$ cat config.mk
export PLATFORM = sky130hd
export DESIGN_NAME = rst_seq_ctrl
export DESIGN_NICKNAME = d
export VERILOG_FILES = /design/src/rtl/rst_seq_pkg.sv /design/src/rtl/rst_mc_tick.sv /design/src/rtl/rst_pin_qual.sv /design/src/rtl/rst_pulse_gen.sv /design/src/rtl/rst_seq_ctrl.sv
export SDC_FILE = /design/constraint.sdc
export NUM_CORES = 1
export LEC_CHECK = 0
export ABC_AREA = 0
export BUFFER_PORTS_ARGS = -buffer_cell sky130_fd_sc_hd__buf_2
export CORE_ASPECT_RATIO = 0.5
export CORE_MARGIN = 10
export CORE_UTILIZATION = 45
export DETAILED_ROUTE_END_ITERATION = 16
export SLEW_MARGIN = 25
export SYNTH_ARGS = -nofsm -noshare
export SYNTH_HDL_FRONTEND = slang
export SYNTH_SLANG_ARGS = --single-unit
$ cat constraint.sdc
create_clock -name clk -period 2.5 [get_ports clk]
set_input_delay 0.375 -clock clk [delete_from_list [all_inputs] [get_ports clk]]
set_output_delay 0.375 -clock clk [all_outputs]
set_load 0.01 [all_outputs]
$ cat src/rtl/rst_seq_pkg.sv
package rst_seq_pkg;

  typedef struct packed {
    logic wdt;
    logic wake;
  } rst_req_t;

  function automatic int unsigned max2(int unsigned a, int unsigned b);
    return (a > b) ? a : b;
  endfunction

endpackage

$ cat src/rtl/rst_mc_tick.sv
module rst_mc_tick #(
  parameter int PER = 12
) (
  input  logic clk,
  input  logic rst_n,
  output logic tick
);
  localparam int W = (PER > 1) ? $clog2(PER) : 1;
  localparam logic [W-1:0] LAST = W'(PER - 1);

  logic [W-1:0] cnt_q, cnt_d;

  always_comb begin
    cnt_d = cnt_q + 1'b1;
    if (cnt_q == LAST) cnt_d = '0;
  end

  always_ff @(posedge clk or negedge rst_n) begin
    if (!rst_n) cnt_q <= '0;
    else        cnt_q <= cnt_d;
  end

  assign tick = (cnt_q == LAST);
endmodule

$ cat src/rtl/rst_pin_qual.sv
module rst_pin_qual #(
  parameter int SYNC = 2,
  parameter int QLIM = 24
) (
  input  logic clk,
  input  logic rst_n,
  input  logic pin_raw,
  output logic pin_ok
);
  localparam int QW = $clog2(QLIM + 1);
  localparam logic [QW-1:0] QMAX = QW'(QLIM);

  logic [SYNC-1:0] sq;
  logic [QW-1:0]   qcnt_q, qcnt_d;

  genvar g;
  generate
    for (g = 0; g < SYNC; g++) begin : g_sync
      if (g == 0) begin : g_first
        always_ff @(posedge clk or negedge rst_n) begin
          if (!rst_n) sq[0] <= 1'b0;
          else        sq[0] <= pin_raw;
        end
      end else begin : g_next
        always_ff @(posedge clk or negedge rst_n) begin
          if (!rst_n) sq[g] <= 1'b0;
          else        sq[g] <= sq[g-1];
        end
      end
    end
  endgenerate

  always_comb begin
    if (!sq[SYNC-1])        qcnt_d = '0;
    else if (qcnt_q == QMAX) qcnt_d = qcnt_q;
    else                     qcnt_d = qcnt_q + 1'b1;
  end

  always_ff @(posedge clk or negedge rst_n) begin
    if (!rst_n) qcnt_q <= '0;
    else        qcnt_q <= qcnt_d;
  end

  assign pin_ok = (qcnt_q == QMAX);
endmodule

$ cat src/rtl/rst_pulse_gen.sv
module rst_pulse_gen
  import rst_seq_pkg::*;
#(
  parameter int WDT_LEN  = 36,
  parameter int WAKE_LEN = 73728
) (
  input  logic     clk,
  input  logic     rst_n,
  input  rst_req_t req,
  output logic     active
);
  localparam int MAXL = int'(max2(WDT_LEN, WAKE_LEN));
  localparam int RW   = $clog2(MAXL + 1);
  localparam logic [RW-1:0] WDT_V  = RW'(WDT_LEN);
  localparam logic [RW-1:0] WAKE_V = RW'(WAKE_LEN);

  logic [RW-1:0] rem_q, rem_d;

  always_comb begin
    rem_d = (rem_q != '0) ? rem_q - 1'b1 : '0;
    if (req.wdt  && (rem_d < WDT_V))  rem_d = WDT_V;
    if (req.wake && (rem_d < WAKE_V)) rem_d = WAKE_V;
  end

  always_ff @(posedge clk or negedge rst_n) begin
    if (!rst_n) rem_q <= '0;
    else        rem_q <= rem_d;
  end

  assign active = (rem_q != '0);
endmodule

$ cat src/rtl/rst_seq_ctrl.sv
module rst_seq_ctrl
  import rst_seq_pkg::*;
#(
  parameter int OSC_PER_MC = 12,
  parameter int EXT_MC     = 2,
  parameter int WDT_MC     = 3,
  parameter int WAKE_MC    = 6144,
  parameter int SYNC       = 2
) (
  input  logic clk,
  input  logic por_n,
  input  logic pin_rst,
  input  logic wdt_ovf,
  input  logic can_wake,
  input  logic pwr_down,
  output logic pin_pullup,
  output logic core_rst,
  output logic can_rst,
  output logic ale_force,
  output logic psen_force
);
  localparam int QLIM     = EXT_MC * OSC_PER_MC;
  localparam int WDT_LEN  = WDT_MC * OSC_PER_MC;
  localparam int WAKE_LEN = WAKE_MC * OSC_PER_MC;

  logic [1:0] rs_q;
  logic       rst_n;
  logic       tick, pin_ok, pulse_on, hold;
  logic       core_q, core_d, canq_q, canq_d;
  rst_req_t   req;

  always_ff @(posedge clk or negedge por_n) begin
    if (!por_n) rs_q <= 2'b00;
    else        rs_q <= {rs_q[0], 1'b1};
  end
  assign rst_n = rs_q[1];

  rst_mc_tick #(.PER(OSC_PER_MC)) i_tick (
    .clk(clk), .rst_n(rst_n), .tick(tick)
  );

  rst_pin_qual #(.SYNC(SYNC), .QLIM(QLIM)) i_qual (
    .clk(clk), .rst_n(rst_n), .pin_raw(pin_rst), .pin_ok(pin_ok)
  );

  assign req.wdt  = wdt_ovf;
  assign req.wake = can_wake & pwr_down;

  rst_pulse_gen #(.WDT_LEN(WDT_LEN), .WAKE_LEN(WAKE_LEN)) i_pulse (
    .clk(clk), .rst_n(rst_n), .req(req), .active(pulse_on)
  );

  assign hold = pulse_on | pin_ok;

  always_comb begin
    core_d = core_q;
    if (hold)      core_d = 1'b1;
    else if (tick) core_d = 1'b0;
    canq_d = canq_q;
    if (wdt_ovf | pin_ok) canq_d = 1'b1;
    else if (tick & ~hold) canq_d = 1'b0;
  end

  always_ff @(posedge clk or negedge rst_n) begin
    if (!rst_n) begin
      core_q <= 1'b0;
      canq_q <= 1'b0;
    end else begin
      core_q <= core_d;
      canq_q <= canq_d;
    end
  end

  assign pin_pullup = pulse_on;
  assign core_rst   = core_q;
  assign can_rst    = core_q & canq_q;
  assign ale_force  = core_q;
  assign psen_force = core_q;
endmodule

==> summary.md, run 1 <==
| Metric | Value |
|---|---|
| Setup Skew | `6.81 ps` |
| Vias/cell | `5.16` |
| Asr flop ratio synth | `100%` |
| HP Start | `pin_rst` |
| Cell chosen for the clock root | `clkbuf_8` |
| RR Endpoint | `i_pulse.rem_q[4]` |
| Overflow after GRT | `0` |
| Inst Count DP | `232` |
| Final nets | `205` |
| Worst vdd ir | `0.560 mV` |
| WS Path Type | `reg2out` |
| Crit path DAT | `2060 ps` |
| Clock sinks | `32` |
| Buffers added on ports | `10` |
| HP Class | `in2reg` |
| Met1 usage in global routing | `15.0%` |
| Via Count | `1,274` |
| Deepest clock path buffer count | `2` |
| CP max FO | `4` |
| Met2 Use GR | `15.4%` |
| Setup-failing EPs final | `0` |
| Initial Utilization | `48.3%` |
| Final wirelength | `3.62 mm` |
| Syn nets | `180` |
| First-pass DRT Iterations | `4` |
| Post-synthesis cell type count | `45` |
| First DRT Iteration DRCs | `81` |
| # IOs | `11` |
| Reg2reg start | `i_pulse.rem_q[1]` |
| Final min period | `2430 ps` |
| WP data required | `2120 ps` |
| Post-DP Area | `1840 um^2` |
| R2R cell count | `10` |
| MaxCap Viol Count | `0` |
| Met3 Use GR | `5.78%` |
| Global-route wire length before repair | `6.08 mm` |
| Dpl hpwl | `2.62 mm` |
| GPL Wtd Cong | `0.891` |
| Post-route clock period utilization | `97.2%` |
| Crit. End Element | `output pin` |
| Synthesized area per cell | `10.0 um^2` |
| Core area | `3530 um^2` |
| Ys Warns | `0` |
| Post-route cell area | `2040 um^2` |
| Filler cells | `326` |
| Proportion of layout cells with a drive suffix above 1 | `23.0%` |
| RSZ-0062 raised after global routing | `true` |
| Reg-to-reg slack, setup | `90 ps` |
| Largest area contributor in the synthesized netlist | `dfrtp_1` |
| Clock transition at path regs | `70 ps` |
| Crit path launch type | `flop` |
| Most frequent cells in the layout | `31 x dfrtp_1, 16 x nor2_1, 14 x buf_4` |
| Fin cells | `247` |
| Hold-critical path depth | `1` |
| Post-synth EDFFs | `0` |
| Leak | `0.856 nW` |
| H-tree depth | `2` |
| Synth Flop Type | `dfrtp_1` |
| TritonCTS buffer count | `5` |
| Antenna-violating nets left | `0` |
| Area share of the largest cell type after synthesis | `47.0%` |
| Final Hold Viols | `0` |
| # diodes | `0` |
| Synth Cell Area | `1700 um^2` |
| Area delta synth->final | `19.7%` |
| DIE HEIGHT | `63.5 um` |
| Slew Limit Fails | `0` |
| Die area | `6800 um^2` |
| Vias in the first global route | `1,213` |
| Status | `finished, final reports clean` |
| Leading cell type in the layout, fill and taps excluded | `dfrtp_1` |
| PwrDens | `1020 nW/um^2` |
| Synth top area cells | `dfrtp_1 47%, xnor2_1 4.6%, nor2_1 3.7%` |
| Mapped Cells | `170` |
| GRT Max-Usage Layer | `met2` |
| Largest net degree at the start of global routing | `31` |
| Clock Latency Late Sink | `290 ps` |
| # DRC | `0` |
| Sequential fraction of the synthesis area | `47.0%` |
| Die width | `107 um` |
| Post-DR wirelength/cell | `14.6 um` |
| Total GRT Usage | `11.3%` |
| Register bit count reported by yosys | `32` |
| Hold EP | `i_qual.sq[0]` |
| Cell Rows | `15` |
| Initial antenna violation count | `0` |
| TritonCTS clock tree | `built` |
| Post-layout util | `57.8%` |
| F_max | `411 MHz` |
## per-layer routing
| metal | up-vias | wire (um) | part of all wire, % |
|---|---|---|---|
| met1 | 596 | 1810 | 50 |
| met3 | 4 | 176 | 4.9 |
| met4 | 0 | 36 | 1.0 |
| met2 | 23 | 1590 | 44 |
| li1 | 651 | - | - |
| met5 | - | 0 | 0 |
## state kept, by name (all words and copies together), names as in the netlist
| register | cells |
|---|---|
| i_qual.sq | 2 |
| i_qual.qcnt_q | 5 |
| i_pulse.rem_q | 17 |
| canq_q | 1 |
| ale_force | 1 |
| i_tick.cnt_q | 4 |
| rs_q | 2 |
## layout make-up
cell class                      instances  area (um^2)  share of cell area (%)
Multi-Input combinational cell        124          861                    42.2
Sequential cell                        32          802                    39.3
Timing Repair Buffer                   26          183                    8.96
Clock buffer                            6         72.6                    3.56
Tap cell                               51         63.8                    3.13
Clock inverter                          2         35.0                    1.72
Inverter                                6         22.5                    1.10
## kinds of logic after synthesis
group	Yosys count	share of synthesized area, %
buffers and inverters	14	4.04
AO/OA/AOI/OAI	26	10.8
multiplexers	1	0.661
XOR/XNOR	15	7.71
AND/OR/NAND/NOR	77	26.7
other	1	0.220
adder cells (fa/ha/maj)	4	2.94
flip-flops	32	47.0
## cell usage after synthesis (all sizes together) (4+ instances only)
cell type and number:
dfrtp 32, nor2 17, nand2 9, o21ai 9
xnor2 9, nand3 7, inv 6, nor3 6
nor4 6, xor2 6, nor2b 5, a21oi 4
and2 4, buf 4, clkbuf 4, ha 4
or4 4
## how the worst max path moves through the flow
stage | from | end | depth (start not counted)
finish | i_pulse.rem_q[1] | pin_pullup | 7
global route | i_pulse.rem_q[1] | pin_pullup | 7
CTS | i_pulse.rem_q[5] | pin_pullup | 5
detailed placement | i_pulse.rem_q[0] | i_pulse.rem_q[4] | 9
global placement | i_pulse.rem_q[3] | i_pulse.rem_q[5] | 6
floorplan | i_pulse.rem_q[0] | i_pulse.rem_q[4] | 10
## power breakdown
part | internal (mW) | switching [mW]
registers | 0.638 | 0.191
logic | 0.372 | 0.376
clock network | 0.296 | 0.200
total | 1.31 | 0.767
## worst max-delay path: stages (launching register included)
cell and delay, ps:
dfrtp_1 410, inv_1 80, ha_2 170, nor3b_4 210, buf_6 140, nand2_1 90, or4_4 540, buf_6 140
## through the flow
stage	setup TNS (ps)	setup WS, ps	total power, mW	hold slack, ps
after detailed placement	0	175	1.50	162
after global placement	0	213	1.49	161
after floorplan	0	86.1	1.30	79.4
after CTS	0	71.4	2.00	192
after global routing	-26.6	-26.6	2.23	180
final	0	69.7	2.07	196
## timing repair
item,in CTS,in global routing
endpoints found under the hold margin,2,0
pin swaps,0,3
setup endpoints to repair,1,3
hold buffers,1,0
setup buffers,0,6
gates resized for setup,1,7
Note: power is estimated with default switching activity, not from simulation.
==> run 2, diff against run 1 <==
CAP_MARGIN = 20   (was default)
CORE_UTILIZATION = 56   (was 45)
PLACE_DENSITY = 0.75   (was default)
==> summary.md, run 2 (synthesis gave the netlist of run 1 again) <==
| Metric | Value |
|---|---|
| Core area | `2960 um^2 (was 3530 um^2)` |
| Dpl hpwl | `2.54 mm (was 2.62 mm)` |
| Deepest clock path buffer count | `2 (unchanged)` |
| HP Class | `in2reg (unchanged)` |
| Slew Limit Fails | `0 (unchanged)` |
| Initial antenna violation count | `0 (unchanged)` |
| Most frequent cells in the layout | `31 x dfrtp_1, 17 x nor2_1, 13 x buf_4, 10 x buf_2 (was 31 x dfrtp_1, 16 x nor2_1, 14 x buf_4)` |
| Initial Utilization | `57.6% (was 48.3%)` |
| DIE HEIGHT | `59.0 um (was 63.5 um)` |
| Antenna-violating nets left | `0 (unchanged)` |
| Largest net degree at the start of global routing | `31 (unchanged)` |
| Slowest cell on crit path | `or4_4 (unchanged)` |
| Crit path launch type | `flop (unchanged)` |
| Via Count | `1,371 (was 1,274)` |
| # diodes | `0 (unchanged)` |
| Crit path DAT | `2060 ps (about the same)` |
| Clock Latency Late Sink | `290 ps (about the same)` |
| Final nets | `204 (was 205)` |
| Worst vdd ir | `0.580 mV (was 0.560 mV)` |
| Global-route wire length before repair | `6.06 mm (was 6.08 mm)` |
| Post-route clock period utilization | `97.5% (was 97.2%)` |
| Crit. End Element | `output pin (unchanged)` |
| Clock sinks | `32 (unchanged)` |
| Leak | `0.846 nW (was 0.856 nW)` |
| Clock transition at path regs | `70 ps (about the same)` |
| Die width | `98.0 um (was 107 um)` |
| WP data required | `2120 ps (about the same)` |
| RSZ-0062 raised after global routing | `true (unchanged)` |
| # IOs | `11 (unchanged)` |
| Critical-path cell list | `nor4_4, buf_4, nand2_1, or4_4, buf_2 (was inv_1, ha_2, nor3b_4, buf_6, nand2_1, or4_4, buf_6)` |
| Post-DR wirelength/cell | `15.8 um (was 14.6 um)` |
| Top flop regs | `i_pulse.rem_q: 17 flops, i_qual.qcnt_q: 5 flops, i_tick.cnt_q: 4 flops (unchanged)` |
| GPL Wtd Cong | `0.869 (was 0.891)` |
| Area delta synth->final | `17.5% (was 19.7%)` |
| Vias/cell | `5.83 (was 5.16)` |
| Buffers added on ports | `10 (unchanged)` |
| Reg with most FFs | `i_pulse.rem_q (unchanged)` |
| Total GRT Usage | `12.9% (was 11.3%)` |
| F_max | `410 MHz (was 411 MHz)` |
| Setup-failing EPs final | `0 (unchanged)` |
| Setup TNS | `0 ps (unchanged)` |
| Final min period | `2440 ps (was 2430 ps)` |
| Overflow after GRT | `0 (unchanged)` |
| WS Path Type | `reg2out (unchanged)` |
| First DRT Iteration DRCs | `143 (was 81)` |
| First-pass DRT Iterations | `4 (unchanged)` |
| TritonCTS buffer count | `5 (unchanged)` |
| Status | `finished, final reports clean (unchanged)` |
| Leading cell type in the layout, fill and taps excluded | `dfrtp_1 (unchanged)` |
| Final total power | `2.07 mW (about the same)` |
| Final Hold Viols | `0 (unchanged)` |
| Filler cells | `220 (was 326)` |
| Final wirelength | `3.71 mm (was 3.62 mm)` |
| Proportion of layout cells with a drive suffix above 1 | `22.1% (was 23.0%)` |
| # DRC | `0 (unchanged)` |
| H-tree depth | `2 (unchanged)` |
| Vias in the first global route | `1,306 (was 1,213)` |
| Cell Rows | `14 (was 15)` |
| Die area | `5780 um^2 (was 6800 um^2)` |
| Max reg flops | `17 (unchanged)` |
| TritonCTS clock tree | `built (unchanged)` |
| PwrDens | `1030 nW/um^2 (was 1020 nW/um^2)` |
| CP max FO | `6 (was 4)` |
| Cell chosen for the clock root | `clkbuf_8 (unchanged)` |
| MaxCap Viol Count | `0 (unchanged)` |
| Setup Skew | `4.59 ps (was 6.81 ps)` |
| CP peak stage delay | `480 ps (was 540 ps)` |
run 2: cell count changes in the layout (fill, tap and decap cells not counted), sizes merged:
cell,delta
clkbuf,-1
buf,-1
clkinvlp,+1
run 2: layout make-up:
| type | count | area (um^2) | area share [%] |
|---|---|---|---|
| multi-input combinational | 124 | 848 | 42.3 |
| clock buffer | 5 | 68.8 | 3.44 |
| timing repair buffer | 25 | 169 | 8.43 |
| sequential | 32 | 802 | 40.0 |
| tap | 40 | 50.0 | 2.50 |
| clock inverter | 3 | 42.5 | 2.12 |
| inverter | 6 | 22.5 | 1.12 |
run 2: final timing paths:
check / startpoint / to / slack [ps] / cells past startpoint
hold reg to reg: rs_q[1] / i_qual.qcnt_q[3] / 250 / 1
hold / removal: pin_rst / i_qual.sq[0] / 200 / 1
setup / recovery: i_pulse.rem_q[5] / pin_pullup / 60 / 5
min in group asynchronous: rs_q[1] / i_qual.qcnt_q[3] / 250 / 1
setup reg to reg: i_pulse.rem_q[5] / i_pulse.rem_q[6] / 90 / 7
max in group asynchronous: rs_q[1] / i_pulse.rem_q[5] / 1950 / 1
run 2: power by group:
part	total (mW)	switching [mW]	internal, mW
registers	0.817	0.179	0.637
clock network	0.497	0.203	0.295
logic	0.758	0.394	0.364
run 2: layer usage:
metal | up-vias | share of wire, % | track usage, % | wire (um)
li1 | 647 | - | - | -
met1 | 672 | 44 | 15.5 | 1630
met2 | 43 | 48 | 21.0 | 1790
met3 | 9 | 6.3 | 3.73 | 235
met4 | 0 | 1.6 | 6.17 | 59
met5 | - | 0 | 0 | 0
run 2: critical path: cells and delay by family, from the launching register on:
| family | cells | cell delay [ps] |
|---|---|---|
| and+or+nand+nor | 3 | 980 |
| DFF | 1 | 450 |
| buffers and inverters | 2 | 360 |
run 2: timing repair:
action                                  in CTS  in global routing
hold endpoints to repair                     2                  0
pin swaps                                    1                  4
buffers inserted                             0                  4
hold buffers                                 1                  0
endpoints found under the setup margin       1                 10
gates resized for setup                      1                  3
run 2: stage by stage:
step / hold WS [ps] / util, % / std cells / worst slack [ps] / instance area (um^2)
after floorplan: 79.4 / - / 170 / 86.1 / 1710
after CTS: 200 / 66.3 / 231 / 47.4 / 1960
after global placement: 162 / 62.1 / 222 / 106 / 1840
after global routing: 197 / 67.7 / 235 / -34.1 / 2000
after detailed placement: 164 / 62.1 / 222 / 38.1 / 1840
final: 201 / 67.7 / 235 / 61.9 / 2000
==> run 3, diff against run 2 <==
CORE_MARGIN = 2   (was 10)
CORE_UTILIZATION = 55   (was 56)
PLACE_DENSITY = 0.73   (was 0.75)
==> summary.md, run 3 (synthesis gave the netlist of run 1 again) <==
| Metric | Value |
|---|---|
| H-tree depth | `2 (unchanged)` |
| TritonCTS buffer count | `5 (unchanged)` |
| Vias in the first global route | `1,267 (was 1,306)` |
| Area delta synth->final | `18.7% (was 17.5%)` |
| Crit path launch type | `flop (unchanged)` |
| Vias/cell | `5.61 (was 5.83)` |
| Setup-failing EPs final | `0 (unchanged)` |
| Final total power | `2.01 mW (was 2.07 mW)` |
| Initial Utilization | `57.2% (was 57.6%)` |
| RR Endpoint | `i_pulse.rem_q[1] (was i_pulse.rem_q[6])` |
| # IOs | `11 (unchanged)` |
| Reg with most FFs | `i_pulse.rem_q (unchanged)` |
| Final nets | `205 (was 204)` |
| Post-route clock period utilization | `97.1% (was 97.5%)` |
| First-pass DRT Iterations | `4 (unchanged)` |
| Top flop regs | `i_pulse.rem_q: 17 flops, i_qual.qcnt_q: 5 flops, i_tick.cnt_q: 4 flops (unchanged)` |
| HP Start | `pin_rst (unchanged)` |
| Deepest clock path buffer count | `2 (unchanged)` |
| Slowest cell on crit path | `or4b_4 (was or4_4)` |
| Cell Rows | `14 (unchanged)` |
| WP data required | `2670 ps (was 2120 ps)` |
| Worst vdd ir | `0.501 mV (was 0.580 mV)` |
| HP Class | `in2reg (unchanged)` |
| Worst slack, placed | `95.3 ps (was 38.1 ps)` |
| Clock Latency Late Sink | `280 ps (was 290 ps)` |
| Status | `finished, final reports clean (unchanged)` |
| Clock sinks | `32 (unchanged)` |
| Critical-path cell list | `nor4_4, buf_4, nand3_2, o21a_1, or4b_4, a22oi_4, buf_6, nor3_1 (was nor4_4, buf_4, nand2_1, or4_4, buf_2)` |
| Hold-critical path depth | `1 (unchanged)` |
| Die area | `3590 um^2 (was 5780 um^2)` |
| Overflow after GRT | `0 (unchanged)` |
| Slew @ Worst Pin | `809 ps` |
| Cell chosen for the clock root | `clkbuf_8 (unchanged)` |
| Dpl hpwl | `2.37 mm (was 2.54 mm)` |
| GPL Wtd Cong | `0.874 (was 0.869)` |
| Slew Limit Fails | `0 (unchanged)` |
| Most frequent cells in the layout | `29 x dfrtp_1, 17 x nor2_1, 12 x buf_4 (was 31 x dfrtp_1, 17 x nor2_1, 13 x buf_4, 10 x buf_2)` |
| Post-route cell area | `2020 um^2 (was 2000 um^2)` |
| Leak | `0.847 nW (was 0.846 nW)` |
| DIE HEIGHT | `43.4 um (was 59.0 um)` |
| F_max | `412 MHz (was 410 MHz)` |
| Final Hold Viols | `0 (unchanged)` |
| CP max FO | `6 (unchanged)` |
| Final min period | `2430 ps (was 2440 ps)` |
| First DRT Iteration DRCs | `62 (was 143)` |
| Setup TNS | `0 ps (unchanged)` |
| Hold EP | `i_qual.sq[0] (unchanged)` |
| CP peak stage delay | `540 ps (was 480 ps)` |
| Core area | `2980 um^2 (was 2960 um^2)` |
| Clock transition at path regs | `70 ps (about the same)` |
| WS Path Type | `reg2reg (was reg2out)` |
| Largest net degree at the start of global routing | `22 (was 31)` |
| Reg2reg start | `i_pulse.rem_q[5] (unchanged)` |
| MaxCap Viol Count | `0 (unchanged)` |
| Final WS setup | `72.5 ps (was 61.9 ps)` |
| Buffers added on ports | `10 (unchanged)` |
| RSZ-0062 raised after global routing | `true (unchanged)` |
| Reg-to-reg slack, setup | `70 ps (was 90 ps)` |
| Post-DP Area | `1820 um^2 (was 1840 um^2)` |
| PwrDens | `993 nW/um^2 (was 1030 nW/um^2)` |
| Crit. End Element | `flop (was output pin)` |
| TritonCTS clock tree | `built (unchanged)` |
| Crit path DAT | `2590 ps (was 2060 ps)` |
| Global-route wire length before repair | `5.59 mm (was 6.06 mm)` |
| # DRC | `0 (unchanged)` |
| Worst slew margin | `46.0%` |
| Initial antenna violation count | `0 (unchanged)` |
| # diodes | `0 (unchanged)` |
| Final wirelength | `3.41 mm (was 3.71 mm)` |
| Max reg flops | `17 (unchanged)` |
| Post-layout util | `67.9% (was 67.7%)` |
| Antenna-violating nets left | `0 (unchanged)` |
| Total GRT Usage | `21.4% (was 12.9%)` |
| Die width | `82.7 um (was 98.0 um)` |
| Setup Skew | `3.12 ps (was 4.59 ps)` |
| Post-DR wirelength/cell | `14.4 um (was 15.8 um)` |
| Proportion of layout cells with a drive suffix above 1 | `24.0% (was 22.1%)` |
| Via Count | `1,325 (was 1,371)` |
| Leading cell type in the layout, fill and taps excluded | `dfrtp_1 (unchanged)` |
| R2R cell count | `8 (was 7)` |
## run 3: area by class of cell
class,instances,area [um^2]
Tap cell,40,50.0
Timing Repair Buffer,26,190
Inverter,6,22.5
Clock buffer,7,86.3
Sequential cell,32,805
Fill cell,224,955
Clock inverter,1,7.51
Multi-Input combinational cell,124,862
## run 3: metrics by stage
stage | cells | hold WS [ps]
3_3_place_gp | 220 | 161
3_5_place_dp | 220 | 163
4_1_cts | 230 | 189
6_report | 236 | 200
5_1_grt | 236 | 187
2_1_floorplan | 170 | 79.4
## run 3: layer usage
| metal | wire [um] | up-vias | GRT usage, % |
|---|---|---|---|
| li1 | - | 649 | - |
| met1 | 1650 | 645 | 27.8 |
| met2 | 1590 | 26 | 34.5 |
| met3 | 133 | 5 | 7.50 |
| met4 | 28 | 0 | 5.90 |
| met5 | 0 | - | 0 |
## run 3: power by group
group	switching, mW	internal [mW]
clock	0.188	0.223
combinational	0.389	0.387
sequential	0.181	0.641
## run 3: worst max-delay path: cells and delay by family, from the launching register on
family	cells	cell delay, ps
simple gates	4	1020
buf+inv	2	340
compound gates	2	500
flops	1	440
## run 3: worst max-delay path by stage
stage                          start                to
detailed placement  i_pulse.rem_q[5]  i_pulse.rem_q[1]
floorplan           i_pulse.rem_q[0]  i_pulse.rem_q[4]
CTS                 i_pulse.rem_q[2]  i_pulse.rem_q[1]
finish              i_pulse.rem_q[5]  i_pulse.rem_q[1]
global placement    i_pulse.rem_q[5]  i_pulse.rem_q[3]
global route        i_pulse.rem_q[5]  i_pulse.rem_q[6]
## run 3: repair_timing
action	in CTS	in global routing
endpoints found under the setup margin	4	15
gates cloned	0	0
pin swaps	1	3
resized for setup	1	11
hold endpoints to repair	2	0
buffers inserted	1	6
hold buffers	1	0
